## config.mk

```make
export PLATFORM = sky130hd
export DESIGN_NAME = ledchain_sequencer
export DESIGN_NICKNAME = d
export VERILOG_FILES = /design/src/rtl/ledchain_pkg.sv /design/src/rtl/ledchain_sclk_gen.sv /design/src/rtl/ledchain_datapath.sv /design/src/rtl/ledchain_ctrl.sv /design/src/rtl/ledchain_sequencer.sv
export SDC_FILE = /design/constraint.sdc
export NUM_CORES = 1
export LEC_CHECK = 0
export BUFFER_PORTS_ARGS = -buffer_cell sky130_fd_sc_hd__buf_2
export CORE_AREA = 2 2 212 214
export DETAILED_ROUTE_END_ITERATION = 6
export DIE_AREA = 0 0 214 216
export PLACE_DENSITY_LB_ADDON = 0.15
export SYNTH_ARGS = -nofsm -noshare
export SYNTH_HDL_FRONTEND = slang
export SYNTH_SLANG_ARGS = --single-unit
```

## constraint.sdc

```tcl
create_clock -name clk -period 3.1 [get_ports clk]
set_clock_uncertainty 0.05 [all_clocks]
set_input_delay 0.465 -clock clk [delete_from_list [all_inputs] [get_ports clk]]
set_output_delay 0.465 -clock clk [all_outputs]
set_load 0.1 [all_outputs]
```

## src/rtl/ledchain_pkg.sv

```systemverilog
package ledchain_pkg;
  localparam int PKT_BITS = 224;
  localparam int HDR_BITS = 6;
  localparam int PAY_BITS = PKT_BITS - HDR_BITS;
  localparam logic [HDR_BITS-1:0] WRITE_CMD = 6'b100101;

  typedef enum logic [1:0] {
    MODE_INTOSC     = 2'b00,
    MODE_EXT_SHORT  = 2'b01,
    MODE_EXT_LONG   = 2'b10,
    MODE_INTOSC_ALT = 2'b11
  } chainMode_e;

  typedef enum logic [2:0] {
    PH_IDLE,
    PH_SHIFT,
    PH_STALL,
    PH_LATCH,
    PH_SETTLE,
    PH_GSCLK
  } chainPhase_e;

  typedef struct packed {
    logic loadPkt;
    logic shiftBit;
  } dpStrobe_t;
endpackage

```

## src/rtl/ledchain_sclk_gen.sv

```systemverilog
module ledchain_sclk_gen #(
  parameter int HALF_CYC = 4
) (
  input  logic clk,
  input  logic rstN,
  input  logic run,
  output logic sclk,
  output logic fallEv
);
  localparam int DW = (HALF_CYC > 1) ? $clog2(HALF_CYC) : 1;

  logic [DW-1:0] divCnt;
  logic          sclkQ;
  logic          edgeDue;

  assign edgeDue = run && (divCnt == DW'(HALF_CYC - 1));
  assign fallEv  = edgeDue && sclkQ;
  assign sclk    = sclkQ;

  always_ff @(posedge clk) begin
    if (!rstN || !run) begin
      divCnt <= '0;
      sclkQ  <= 1'b0;
    end else if (edgeDue) begin
      divCnt <= '0;
      sclkQ  <= ~sclkQ;
    end else begin
      divCnt <= divCnt + DW'(1);
    end
  end
endmodule

```

## src/rtl/ledchain_datapath.sv

```systemverilog
module ledchain_datapath
  import ledchain_pkg::*;
(
  input  logic                clk,
  input  logic                rstN,
  input  logic                pktValid,
  input  logic [PAY_BITS-1:0] pktData,
  input  dpStrobe_t           strobe,
  output logic                pktReady,
  output logic                bufFull,
  output logic                sdo
);
  logic [PAY_BITS-1:0] bufQ;
  logic                fullQ;
  logic [PKT_BITS-1:0] shiftQ;
  logic                take;

  assign take     = pktValid && !fullQ;
  assign pktReady = !fullQ;
  assign bufFull  = fullQ;
  assign sdo      = shiftQ[PKT_BITS-1];

  always_ff @(posedge clk) begin
    if (!rstN) begin
      fullQ <= 1'b0;
      bufQ  <= '0;
    end else if (take) begin
      fullQ <= 1'b1;
      bufQ  <= pktData;
    end else if (strobe.loadPkt) begin
      fullQ <= 1'b0;
    end
  end

  always_ff @(posedge clk) begin
    if (!rstN) begin
      shiftQ <= '0;
    end else if (strobe.loadPkt) begin
      shiftQ <= {WRITE_CMD, bufQ};
    end else if (strobe.shiftBit) begin
      shiftQ <= {shiftQ[PKT_BITS-2:0], 1'b0};
    end
  end
endmodule

```

## src/rtl/ledchain_ctrl.sv

```systemverilog
module ledchain_ctrl
  import ledchain_pkg::*;
#(
  parameter int NUM_DEV      = 256,
  parameter int HALF_CYC     = 4,
  parameter int IDLE_PERIODS = 8,
  parameter int SETTLE_CYC   = 134,
  parameter int GS_COUNT     = 65536,
  parameter int LEAD_COUNT   = 8192
) (
  input  logic        clk,
  input  logic        rstN,
  input  logic [1:0]  modeIn,
  input  logic        bufFull,
  input  logic        fallEv,
  output logic        run,
  output dpStrobe_t   strobe,
  output chainPhase_e phase
);
  localparam int IDLE_CYC = IDLE_PERIODS * 2 * HALF_CYC;
  localparam int WAIT_MAX = (IDLE_CYC > SETTLE_CYC) ? IDLE_CYC : SETTLE_CYC;
  localparam int WW       = $clog2(WAIT_MAX + 1);
  localparam int BW       = $clog2(PKT_BITS + 1);
  localparam int DVW      = $clog2(NUM_DEV + 1);
  localparam int GW       = $clog2(GS_COUNT + 1);

  chainPhase_e    phaseQ, phaseD;
  chainMode_e     modeQ;
  logic [BW-1:0]  bitCnt;
  logic [DVW-1:0] devCnt;
  logic [WW-1:0]  waitCnt;
  logic [GW-1:0]  gsCnt;
  logic [GW-1:0]  gsTarget;
  logic           lastBit, lastDev, extMode;

  assign lastBit  = (bitCnt == BW'(PKT_BITS - 1));
  assign lastDev  = (devCnt == DVW'(NUM_DEV - 1));
  assign extMode  = (modeQ == MODE_EXT_SHORT) || (modeQ == MODE_EXT_LONG);
  assign gsTarget = (modeQ == MODE_EXT_LONG) ? GW'(LEAD_COUNT) : GW'(GS_COUNT);
  assign run      = (phaseQ == PH_SHIFT) || (phaseQ == PH_GSCLK);
  assign phase    = phaseQ;

  always_comb begin
    phaseD = phaseQ;
    strobe = '0;
    case (phaseQ)
      PH_IDLE: begin
        if (bufFull) begin
          strobe.loadPkt = 1'b1;
          phaseD         = PH_SHIFT;
        end
      end
      PH_SHIFT: begin
        if (fallEv) begin
          if (lastBit && lastDev) begin
            strobe.shiftBit = 1'b1;
            phaseD          = PH_LATCH;
          end else if (lastBit && bufFull) begin
            strobe.loadPkt = 1'b1;
          end else if (lastBit) begin
            strobe.shiftBit = 1'b1;
            phaseD          = PH_STALL;
          end else begin
            strobe.shiftBit = 1'b1;
          end
        end
      end
      PH_STALL: begin
        if (bufFull) begin
          strobe.loadPkt = 1'b1;
          phaseD         = PH_SHIFT;
        end
      end
      PH_LATCH: begin
        if (waitCnt == WW'(IDLE_CYC - 1)) phaseD = extMode ? PH_SETTLE : PH_IDLE;
      end
      PH_SETTLE: begin
        if (waitCnt == WW'(SETTLE_CYC - 1)) phaseD = PH_GSCLK;
      end
      PH_GSCLK: begin
        if (fallEv && (gsCnt == gsTarget - GW'(1))) phaseD = PH_IDLE;
      end
      default: phaseD = PH_IDLE;
    endcase
  end

  always_ff @(posedge clk) begin
    if (!rstN) begin
      phaseQ <= PH_IDLE;
      modeQ  <= MODE_INTOSC;
      bitCnt <= '0;
      devCnt <= '0;
    end else begin
      phaseQ <= phaseD;
      if (phaseQ == PH_IDLE && strobe.loadPkt) begin
        modeQ  <= chainMode_e'(modeIn);
        devCnt <= '0;
        bitCnt <= '0;
      end else if (strobe.loadPkt) begin
        devCnt <= devCnt + DVW'(1);
        bitCnt <= '0;
      end else if (phaseQ == PH_SHIFT && fallEv) begin
        bitCnt <= bitCnt + BW'(1);
      end
    end
  end

  always_ff @(posedge clk) begin
    if (!rstN || phaseD != phaseQ) begin
      waitCnt <= '0;
    end else if (phaseQ == PH_LATCH || phaseQ == PH_SETTLE) begin
      waitCnt <= waitCnt + WW'(1);
    end
  end

  always_ff @(posedge clk) begin
    if (!rstN || phaseQ != PH_GSCLK) begin
      gsCnt <= '0;
    end else if (fallEv) begin
      gsCnt <= gsCnt + GW'(1);
    end
  end
endmodule

```

## src/rtl/ledchain_sequencer.sv

```systemverilog
module ledchain_sequencer
  import ledchain_pkg::*;
#(
  parameter int NUM_DEV       = 256,
  parameter int HALF_CYC      = 4,
  parameter int IDLE_PERIODS  = 8,
  parameter int SYS_PERIOD_PS = 10000,
  parameter int SETTLE_PS     = 1340000,
  parameter int GS_COUNT      = 65536
) (
  input  logic         clk,
  input  logic         rstN,
  input  logic [1:0]   modeSel,
  input  logic         pktValid,
  input  logic [217:0] pktData,
  output logic         pktReady,
  output logic         sclkOut,
  output logic         sdoOut
);
  localparam int SETTLE_CYC = (SETTLE_PS + SYS_PERIOD_PS - 1) / SYS_PERIOD_PS;
  localparam int LEAD_COUNT = GS_COUNT - NUM_DEV * PKT_BITS;

  dpStrobe_t   strobe;
  chainPhase_e ctrlPhase;
  logic        run, fallEv, bufFull;

  ledchain_ctrl #(
    .NUM_DEV(NUM_DEV), .HALF_CYC(HALF_CYC), .IDLE_PERIODS(IDLE_PERIODS),
    .SETTLE_CYC(SETTLE_CYC), .GS_COUNT(GS_COUNT), .LEAD_COUNT(LEAD_COUNT)
  ) u_ctrl (
    .clk(clk), .rstN(rstN), .modeIn(modeSel), .bufFull(bufFull),
    .fallEv(fallEv), .run(run), .strobe(strobe), .phase(ctrlPhase)
  );

  ledchain_sclk_gen #(.HALF_CYC(HALF_CYC)) u_sclk (
    .clk(clk), .rstN(rstN), .run(run), .sclk(sclkOut), .fallEv(fallEv)
  );

  ledchain_datapath u_dp (
    .clk(clk), .rstN(rstN), .pktValid(pktValid), .pktData(pktData),
    .strobe(strobe), .pktReady(pktReady), .bufFull(bufFull), .sdo(sdoOut)
  );
endmodule

```

* Word-level counts from Yosys, hierarchy flattened
Index checks and enable logic that the tools add are counted.
Widths: inputs -> output; s select.
** Storage, ports and cells
- Flip-flop bits (word level) :: 493
- Input bits :: 223
- Output and inout bits :: 3
** Cells by class
- Add/subtract/negate cells :: 6
- Equality and inequality tests :: 15
- Mux-type cells :: 23
- Bitwise gates (word level) :: 2
- Reduce and logical (&&, ||, !) cells :: 25
** Operator list (number)
- $mux 224 :: 2
- $mux 3 :: 9
- $add 17x1->17 const B :: 1
- $eq 17x17->1 :: 1
- $mux 17 :: 1
- $sub 17x1->17 const B :: 1
- $add 8x1->8 const B :: 2
- $eq 8x8->1 const B :: 2
- $pmux 3 s5 :: 1
- $add 9x1->9 const B :: 1
- $eq 9x8->1 const B :: 1
- $eq 8x6->1 const B :: 1
- $logic_and 1x1->1 :: 8
- $mux 1 :: 8
- $reduce_or 2->1 :: 4
- $eq 3x2->1 const B :: 2
- $eq 3x3->1 const B :: 2
- $logic_or 1x1->1 :: 6
- $eq 2x2->1 const B :: 2
- $reduce_bool 2->1 :: 2
- $eq 3x1->1 const B :: 1
- $logic_not 1->1 :: 3
- $logic_not 3->1 :: 1
- $ne 3x3->1 :: 1
- 7 further kinds :: 8

* Depth between registers and ports, before layout
Gate-level depths: netlist (run 1).
- Depth in word-level cells :: 9
- Depth in mapped cells :: 10

* Cells and area by module
From an unflattened synthesis (run 1), not the netlist that was laid out.
** Unflattened totals
- Cell total of the unflattened synthesis :: 2233
- Area, all modules :: 20128.1 um^2
** Modules (own cells, without submodules)
- ledchain_datapath :: instances 1, cells each 1940, area an instance 17535.6 um^2, sequential area each 8868.5 um^2
- ledchain_ctrl :: instances 1, cells each 283, area an instance 2483.6 um^2, sequential area each 940.9 um^2
- ledchain_sclk_gen :: instances 1, cells each 10, area an instance 108.9 um^2, sequential area each 60.1 um^2

* Worst setup path after synthesis (run 1)
OpenSTA, ideal clock, no wires.
- Kind :: reg-to-reg
- From :: register u_sclk.sclkQ (netlist: u_sclk.sclk)
- To :: register u_ctrl.phaseQ[0] (netlist: u_ctrl.phase[0])
- Arrival time :: 2.413 ns
- Required time :: 2.930 ns
- Setup slack :: 0.518 ns
- Cell stages (with the launch flop) :: 6
- Period minus slack after synthesis :: 2.582 ns
- Cell sequence :: dfxtp_1 > nand4b_4 > or4_1 > clkbuf_1 > o2111a_1 > a211o_1
** On the way
- Longest elaborated chain between the ends :: 4
- Elaborated cells between the ends (all ways) :: 5
** RTL lines
- start: declaration :: RTL line ledchain_sclk_gen.sv:13 : logic sclkQ;
- start signal: assignment :: RTL line ledchain_sclk_gen.sv:26 : sclkQ <= ~sclkQ;
- $logic_and 1x1->1 (*) :: RTL line ledchain_sclk_gen.sv:17 : assign fallEv = edgeDue && sclkQ;
- $logic_and 1x1->1 :: RTL line ledchain_ctrl.sv:81 : if (fallEv && (gsCnt == gsTarget - GW'(1))) phaseD = PH_IDLE;
- $mux 3 :: RTL line ledchain_ctrl.sv:81
- $pmux 3 s5 (*) :: RTL line ledchain_ctrl.sv:46 : case (phaseQ)
- end signal: assignment :: RTL line ledchain_ctrl.sv:94 : phaseQ <= phaseD;
- end: declaration :: RTL line ledchain_ctrl.sv:27 : chainPhase_e phaseQ, phaseD;
Every way passes the cells marked *; elsewhere a longest branch is shown, timed or not.
A chain may end at the register's enable or synchronous reset.

* Final worst setup path (run 1)
- From :: register u_ctrl.devCnt[0]
- To :: register u_dp.shiftQ[111]
** On the way
- Longest elaborated chain between the ends :: 6
- Elaborated cells between the ends (all ways) :: 9
** RTL lines
- start: declaration :: RTL line ledchain_ctrl.sv:30 : logic [DVW-1:0] devCnt;
- start signal: assignment :: RTL line ledchain_ctrl.sv:100 : devCnt <= devCnt + DVW'(1);
- $eq 9x8->1 (*) :: RTL line ledchain_ctrl.sv:37 : assign lastDev = (devCnt == DVW'(NUM_DEV - 1));
- $logic_and 1x1->1 (*) :: RTL line ledchain_ctrl.sv:55 : if (lastBit && lastDev) begin
- $mux 1 :: RTL line ledchain_ctrl.sv:55
- $mux 2 (*) :: RTL line ledchain_ctrl.sv:54 : if (fallEv) begin
- $pmux 1 s2 or $mux 1 (tied branches) :: RTL line ledchain_ctrl.sv:46
- $mux 224 or $reduce_bool 2->1 (tied branches)
- end signal: assignment :: RTL line ledchain_datapath.sv:39 : shiftQ <= {WRITE_CMD, bufQ};
- end signal: assignment :: RTL line ledchain_datapath.sv:41 : shiftQ <= {shiftQ[PKT_BITS-2:0], 1'b0};
- end: declaration :: RTL line ledchain_datapath.sv:15 : logic [PKT_BITS-1:0] shiftQ;
Marks and branches as above.

==> results of run 1 <==
[worst paths after layout]
kind              depth (start not counted)                             to                           from  slack, ns
setup reg to reg                          9  u_dp.shiftQ[111]$_SDFFE_PN0P_  u_ctrl.devCnt[0]$_SDFFE_PP0P_       0.30
setup / recovery                          9  u_dp.shiftQ[111]$_SDFFE_PN0P_  u_ctrl.devCnt[0]$_SDFFE_PP0P_       0.30
hold reg to reg                           1    u_sclk.divCnt[0]$_SDFF_PP0_    u_sclk.divCnt[0]$_SDFF_PP0_       0.38
hold / removal                            3    u_dp.bufQ[133]$_SDFFE_PN0P_                   pktData[133]       0.05
[layout make-up]
type                       count  area (sq um)
sequential                   493          9870
clock inverter                16           189
clock buffer                  80          1630
tap                          592           741
fill                        4175         20700
inverter                      13          56.3
multi-input combinational   1780          9130
timing repair buffer         256          1570
[layer usage]
layer,part of all wire (%),vias up,global-route usage (%)
li1,-,8886,-
met1,47,8425,29.2
met5,0,-,0
met2,46,397,34.2
met4,2.3,0,6.64
met3,4.7,77,3.00
[kinds of logic after synthesis]
| logic type | after synthesis | share of synthesized area (%) |
|---|---|---|
| compound gates | 719 | 22.9 |
| xor+xnor | 24 | 1.05 |
| fa+ha+maj | 8 | 0.499 |
| buf+inv | 246 | 5.63 |
| flops | 493 | 49.2 |
| mux | 4 | 0.206 |
| simple gates | 1025 | 20.5 |
[Yosys cell counts (2+ instances only)]
cell / n
nor4_1: 17
nand2b_1: 5
a2111oi_0: 2
a21boi_0: 3
inv_1: 13
nor3_1: 4
ha_1: 8
buf_6: 20
buf_1: 9
nand4_1: 10
and3_1: 2
nand3_1: 16
a31oi_1: 4
xor2_1: 5
dfxtp_1: 493
nand3b_1: 3
o21ai_0: 10
a311oi_1: 204
nor2b_1: 3
clkbuf_1: 158
nand2_1: 908
and4_1: 4
mux2i_1: 3
and2_1: 3
a211oi_1: 5
or3_1: 9
a2111o_1: 2
a211o_1: 2
xnor2_1: 19
buf_2: 45
nor3b_1: 3
a311oi_2: 13
nor2_1: 25
o211ai_1: 2
or3b_2: 2
a21o_1: 2
or4_1: 2
a21oi_1: 460
[state kept, by name, summed over array words and instances (netlist names)]
register,flops
u_ctrl.bitCnt,8
u_dp.shiftQ,224
u_ctrl.gsCnt,17
u_dp.bufFull,1
u_sclk.divCnt,2
u_sclk.sclk,1
u_ctrl.waitCnt,8
u_ctrl.devCnt,9
u_dp.bufQ,218
u_ctrl.phase,3
u_ctrl.modeQ,2
[worst register-to-register path, delay by kind of cell, from the launching register on]
kind | cells | cell delay (ns)
compound gates | 2 | 0.51
simple gates | 3 | 0.43
fa+ha+maj | 2 | 0.42
flops | 1 | 0.42
buf+inv | 2 | 0.86
[layout by cell type, fill, tap and decap left out, types with 9 or more instances in the layout]
cell type and instances:
a21oi_1 460, a311oi_1 204, a311oi_2 12, buf_12 17, buf_2 225, buf_4 14, clkbuf_1 9, clkbuf_16 55
clkbuf_8 16, clkinv_2 9, dfxtp_1 493, inv_1 12, nand2_1 907, nand3_1 16, nand4_1 10, nor2_1 25
nor4_1 17, o21ai_0 10, or3_1 9, xnor2_1 19
[metrics by stage]
step / area [sq um] / utilization (%) / setup WS [ns]
6_report: 23200 / 52.9 / 0.296
3_3_place_gp: 21400 / 48.7 / 0.429
5_1_grt: 23200 / 52.9 / 0.0867
2_1_floorplan: 20100 / - / 0.518
3_5_place_dp: 21400 / 48.7 / 0.343
4_1_cts: 23200 / 52.9 / 0.322
[report_power, final]
part           switching [mW]  internal [mW]  total (mW)
Combinational           0.878          0.550        1.43
Clock                    2.55           3.94        6.50
Sequential              0.252           6.81        7.06
Total                    3.68           11.3        15.0
==> results.tsv, run 1 <==
metric	value	unit
status	completed	
syn_nets	2750	
Vias/cell	5.51	
Starting Density	45.8	%
Peak Freq	357	MHz
flops & latches, synth	493	
die width	214	microns
Tcrit/Tclk final	90.5	%
crit path DAT	3.23	ns
clock tree sinks	493	
Power Density	647	nW/um^2
Clk pin slew, worst setup/hold paths	0.06	ns
Post-synth EDFFs	0	
gr ovfl total	0	
total placed cells including tap cells	3134	
drt drc	0	
# H-tree levels	2	
Post-CTS Setup Inserts	0	
# setup viols final	0	
Worst Path Required	3.53	ns
layout cells sized above 1	14.0	%
Worst setup SP type	flop	
top cells by area, synth	dfxtp_1, nand2_1, a21oi_1	
top cell type's share of synthesized area	49.2	%
Nets	2829	
pin count of the biggest net entering global routing	219	
Worst setup EP type	flop	
Main synth FF type	dfxtp_1	
clock root buffer	clkbuf_16	
CP most frequent cell	ha_1	
hold slack final	0.0547	ns
via count	17800	
Max Cap Viol	0	
clk_lat worst skew	0.59	ns
die outline height	216	microns
CTS tree	done	
Worst Hold Class	primary input to flop	
Placeable Area	43800	sq um
non-filler cells, final	3230	
Setup CP Type	flop to flop	
Leak Pwr	8.41	nW
cts repair resizes	0	
ANT nets after route	0	
1st-iter DRT viols	1513	
DRT Wirelength	50400	microns
crit path cell chain	ha_1 -> and4_1 -> ha_1 -> nor3b_1 -> nand4_4 -> buf_12 -> buf_4 -> a21oi_1 -> a311oi_1	
post-synthesis sequential area ratio	49.2	%
CP max-delay cell	buf_4	
final RePlAce weighted congestion	0.771	
crit path time final	2.80	ns
Worst slew margin	33.1	%
post-synthesis cell area	20100	sq um
area grow syn2layout	15.5	%
Slew Limit Fails	0	
Final TNS setup	0	ns
# rows	77	
Async SR Flop Fraction	0	%
global-route wire length before repair	83700	microns
antenna fix cells	0	
yosys warns	0	
slowest cell delay on critical path	0.53	ns
dpl hpwl	29500	microns
clock buffer depth	3	
worst vdd ir	0.356	mV
PnR Total Power	15.0	mW
vias in the first global route	16800	
CP Max Fanout	64	
initial antenna violation count	0	
First-pass DRT Iterations	5	
CTS Buf Count	54	
unrepaired setup endpoints after global routing	no	
area leader, netlist	dfxtp_1	
WL/cell	15.6	microns
buffers and inverters on the worst path	2	
io pins	226	
synth unique cells	59	
Syn Inst Count	2519	
IO buf count	225	
measured slew at the worst slew-check pin	1.00	ns
CTS Hold Buffers Added	0	
GR Util All Layers	21.1	%
CP top delay family	buffers and inverters	
Die ar.	46200	sq um
Final Hold Vio Count	0	
Syn Area/Cell	7.97	sq um
(Power assumes the default switching activity.)
==> run 2: changes to the inputs <==
REMOVE_ABC_BUFFERS = 1   (was not set)
==> run 2 against run 1 <==
Critical path depth fell by 1. Clock-buffer cell count is 2 lower. Clock power fell by 3.8%. Final cell count is 0.28% lower. Flip-flop and latch count stayed put. Design area down 0.41%. Critical path type unchanged. Critical endpoint is now u_dp.shiftQ[133]$_SDFFE_PN0P_. Largest cell class unchanged. Largest power group unchanged. Highest routed layer unchanged.
==> results.tsv, run 2 (synthesis results as in run 1) <==
metric	value	unit	change
Vias/cell	5.54		+0.58%
highest-count cells in the layout ignoring fill and taps	nand2_1, dfxtp_1, a21oi_1		
status	completed		
CP most frequent cell	ha_1		
crit path time final	2.70	ns	-0.102 ns
crit path DAT	3.13	ns	-0.10 ns
die width	214	microns	unchanged
Setup CP Type	flop to flop		
drt drc	0		unchanged
CP top delay family	compound AO/OA/AOI/OAI gates		
Crit. Startpoint	u_ctrl.devCnt[0]$_SDFFE_PP0P_		
Max Cap Viol	0		unchanged
Placeable Area	43800	sq um	unchanged
Worst setup SP type	flop		
r2r startpoint	u_ctrl.devCnt[0]$_SDFFE_PP0P_		
vias in the first global route	16900		+0.40%
antenna fix cells	0		unchanged
# rows	77		unchanged
CP max-delay cell	buf_12		
global-route wire length before repair	85400	microns	+2.0%
Final TNS setup	0	ns	unchanged
CTS Buf Count	52		-3.7%
Slew Limit Fails	0		unchanged
hold slack final	0.0561	ns	+0.00147 ns
layout cells sized above 1	13.6	%	-0.41 points
Worst Path Required	3.53	ns	about the same
slowest cell delay on critical path	0.44	ns	-0.09 ns
Tcrit/Tclk final	87.2	%	-3.3 points
PnR Total Power	14.8	mW	-1.5%
clock root buffer	clkbuf_16		
max reg flops	224		unchanged
Final Hold Vio Count	0		unchanged
measured slew at the worst slew-check pin	0.982	ns	-0.0220 ns
Top reg by flops	u_dp.shiftQ		
Nets	2822		-0.25%
Peak Freq	370	MHz	+3.8%
via count	17800		+0.30%
most common cell after layout, fill and taps aside	nand2_1		
CP Max Fanout	117		+83%
Power Density	639	nW/um^2	-1.1%
initial antenna violation count	0		unchanged
# H-tree levels	2		unchanged
crit path cell chain	ha_1 -> and4_1 -> ha_1 -> nand2b_1 -> o311ai_4 -> buf_12 -> nand2_1 -> a311oi_1		
gr ovfl total	0		unchanged
pin count of the biggest net entering global routing	234		+6.8%
Leak Pwr	8.36	nW	-0.62%
die outline height	216	microns	unchanged
Starting Density	45.8	%	unchanged
Worst Hold Class	primary input to flop		
DRT Wirelength	52400	microns	+4.0%
fin util	52.7	%	-0.21 points
area grow syn2layout	15.0	%	
clk_lat worst skew	0.59	ns	about the same
Worst slew margin	34.6	%	+1.5 points
Final WS setup	0.398	ns	+0.102 ns
fillcell total	4209		+0.81%
Worst setup EP type	flop		
unrepaired setup endpoints after global routing	no		
buffers and inverters on the worst path	1		-1
Hold Crit Start	pktData[71]		
ANT nets after route	0		unchanged
1st-iter DRT viols	1468		-3.0%
IO buf count	225		unchanged
final RePlAce weighted congestion	0.819		+6.3%
Post-CTS Setup Inserts	0		unchanged
dpl hpwl	29900	microns	+1.3%
biggest regs	u_dp.shiftQ: 224 flops, u_dp.bufQ: 218 flops, u_ctrl.gsCnt: 17 flops		
Die ar.	46200	sq um	unchanged
CTS tree	done		
# setup viols final	0		unchanged
worst vdd ir	0.413	mV	+16%
First-pass DRT Iterations	5		unchanged
clock buffer depth	3		unchanged
Clk pin slew, worst setup/hold paths	0.06	ns	about the same
GR Util All Layers	21.8	%	+0.62 points
WL/cell	16.3	microns	+4.3%
io pins	226		unchanged
clock tree sinks	493		unchanged
pre-CTS WS	0.101	ns	-0.242 ns
[run 2: path summary, 6_finish.rpt]
path	end	depth (start not counted)	slack (ns)
max	u_dp.shiftQ[133]$_SDFFE_PN0P_	8	0.40
min	u_dp.bufQ[71]$_SDFFE_PN0P_	3	0.06
max reg2reg	u_dp.shiftQ[133]$_SDFFE_PN0P_	8	0.40
min reg2reg	u_sclk.divCnt[0]$_SDFF_PP0_	1	0.40
[run 2: what timing repair did]
item	CTS	global route
setup endpoints to repair	0	11
gates resized for setup	0	1
hold buffers	0	0
[run 2: metal layers]
| metal | track usage, % | wire length [microns] | share of wire [%] | up-vias |
|---|---|---|---|---|
| met5 | 0 | 0 | 0 | - |
| met4 | 5.62 | 850 | 1.6 | 0 |
| met3 | 2.88 | 2440 | 4.7 | 61 |
| met2 | 35.7 | 24400 | 47 | 397 |
| met1 | 30.2 | 24700 | 47 | 8497 |
| li1 | - | - | - | 8884 |
[run 2: worst min-delay path, delay by kind of cell]
kind | cells | cell delay, ns
buffers and inverters | 1 | 0.09
AOI/OAI and AO/OA | 1 | 0.05
and+or+nand+nor | 1 | 0.04
[run 2: final cells by class]
class                           count  area (sq um)  area share (%)
Sequential cell                   493          9870            42.7
Multi-Input combinational cell   1780          9130            39.5
Timing Repair Buffer              251          1570            6.81
Clock buffer                       78          1560            6.76
Tap cell                          592           741            3.21
Clock inverter                     14           164           0.710
Inverter                           13          56.3           0.244
[run 2: power breakdown]
part / switching, mW / internal [mW] / total (mW)
registers: 0.248 / 6.81 / 7.06
logic: 0.897 / 0.557 / 1.45
clock network: 2.53 / 3.71 / 6.25
[run 2: stage by stage]
stage	cell area (sq um)	cells
after floorplan	19000	2286
after global placement	21300	3128
after detailed placement	21300	3128
after CTS	23100	3220
after global routing	23100	3221
final	23100	3221
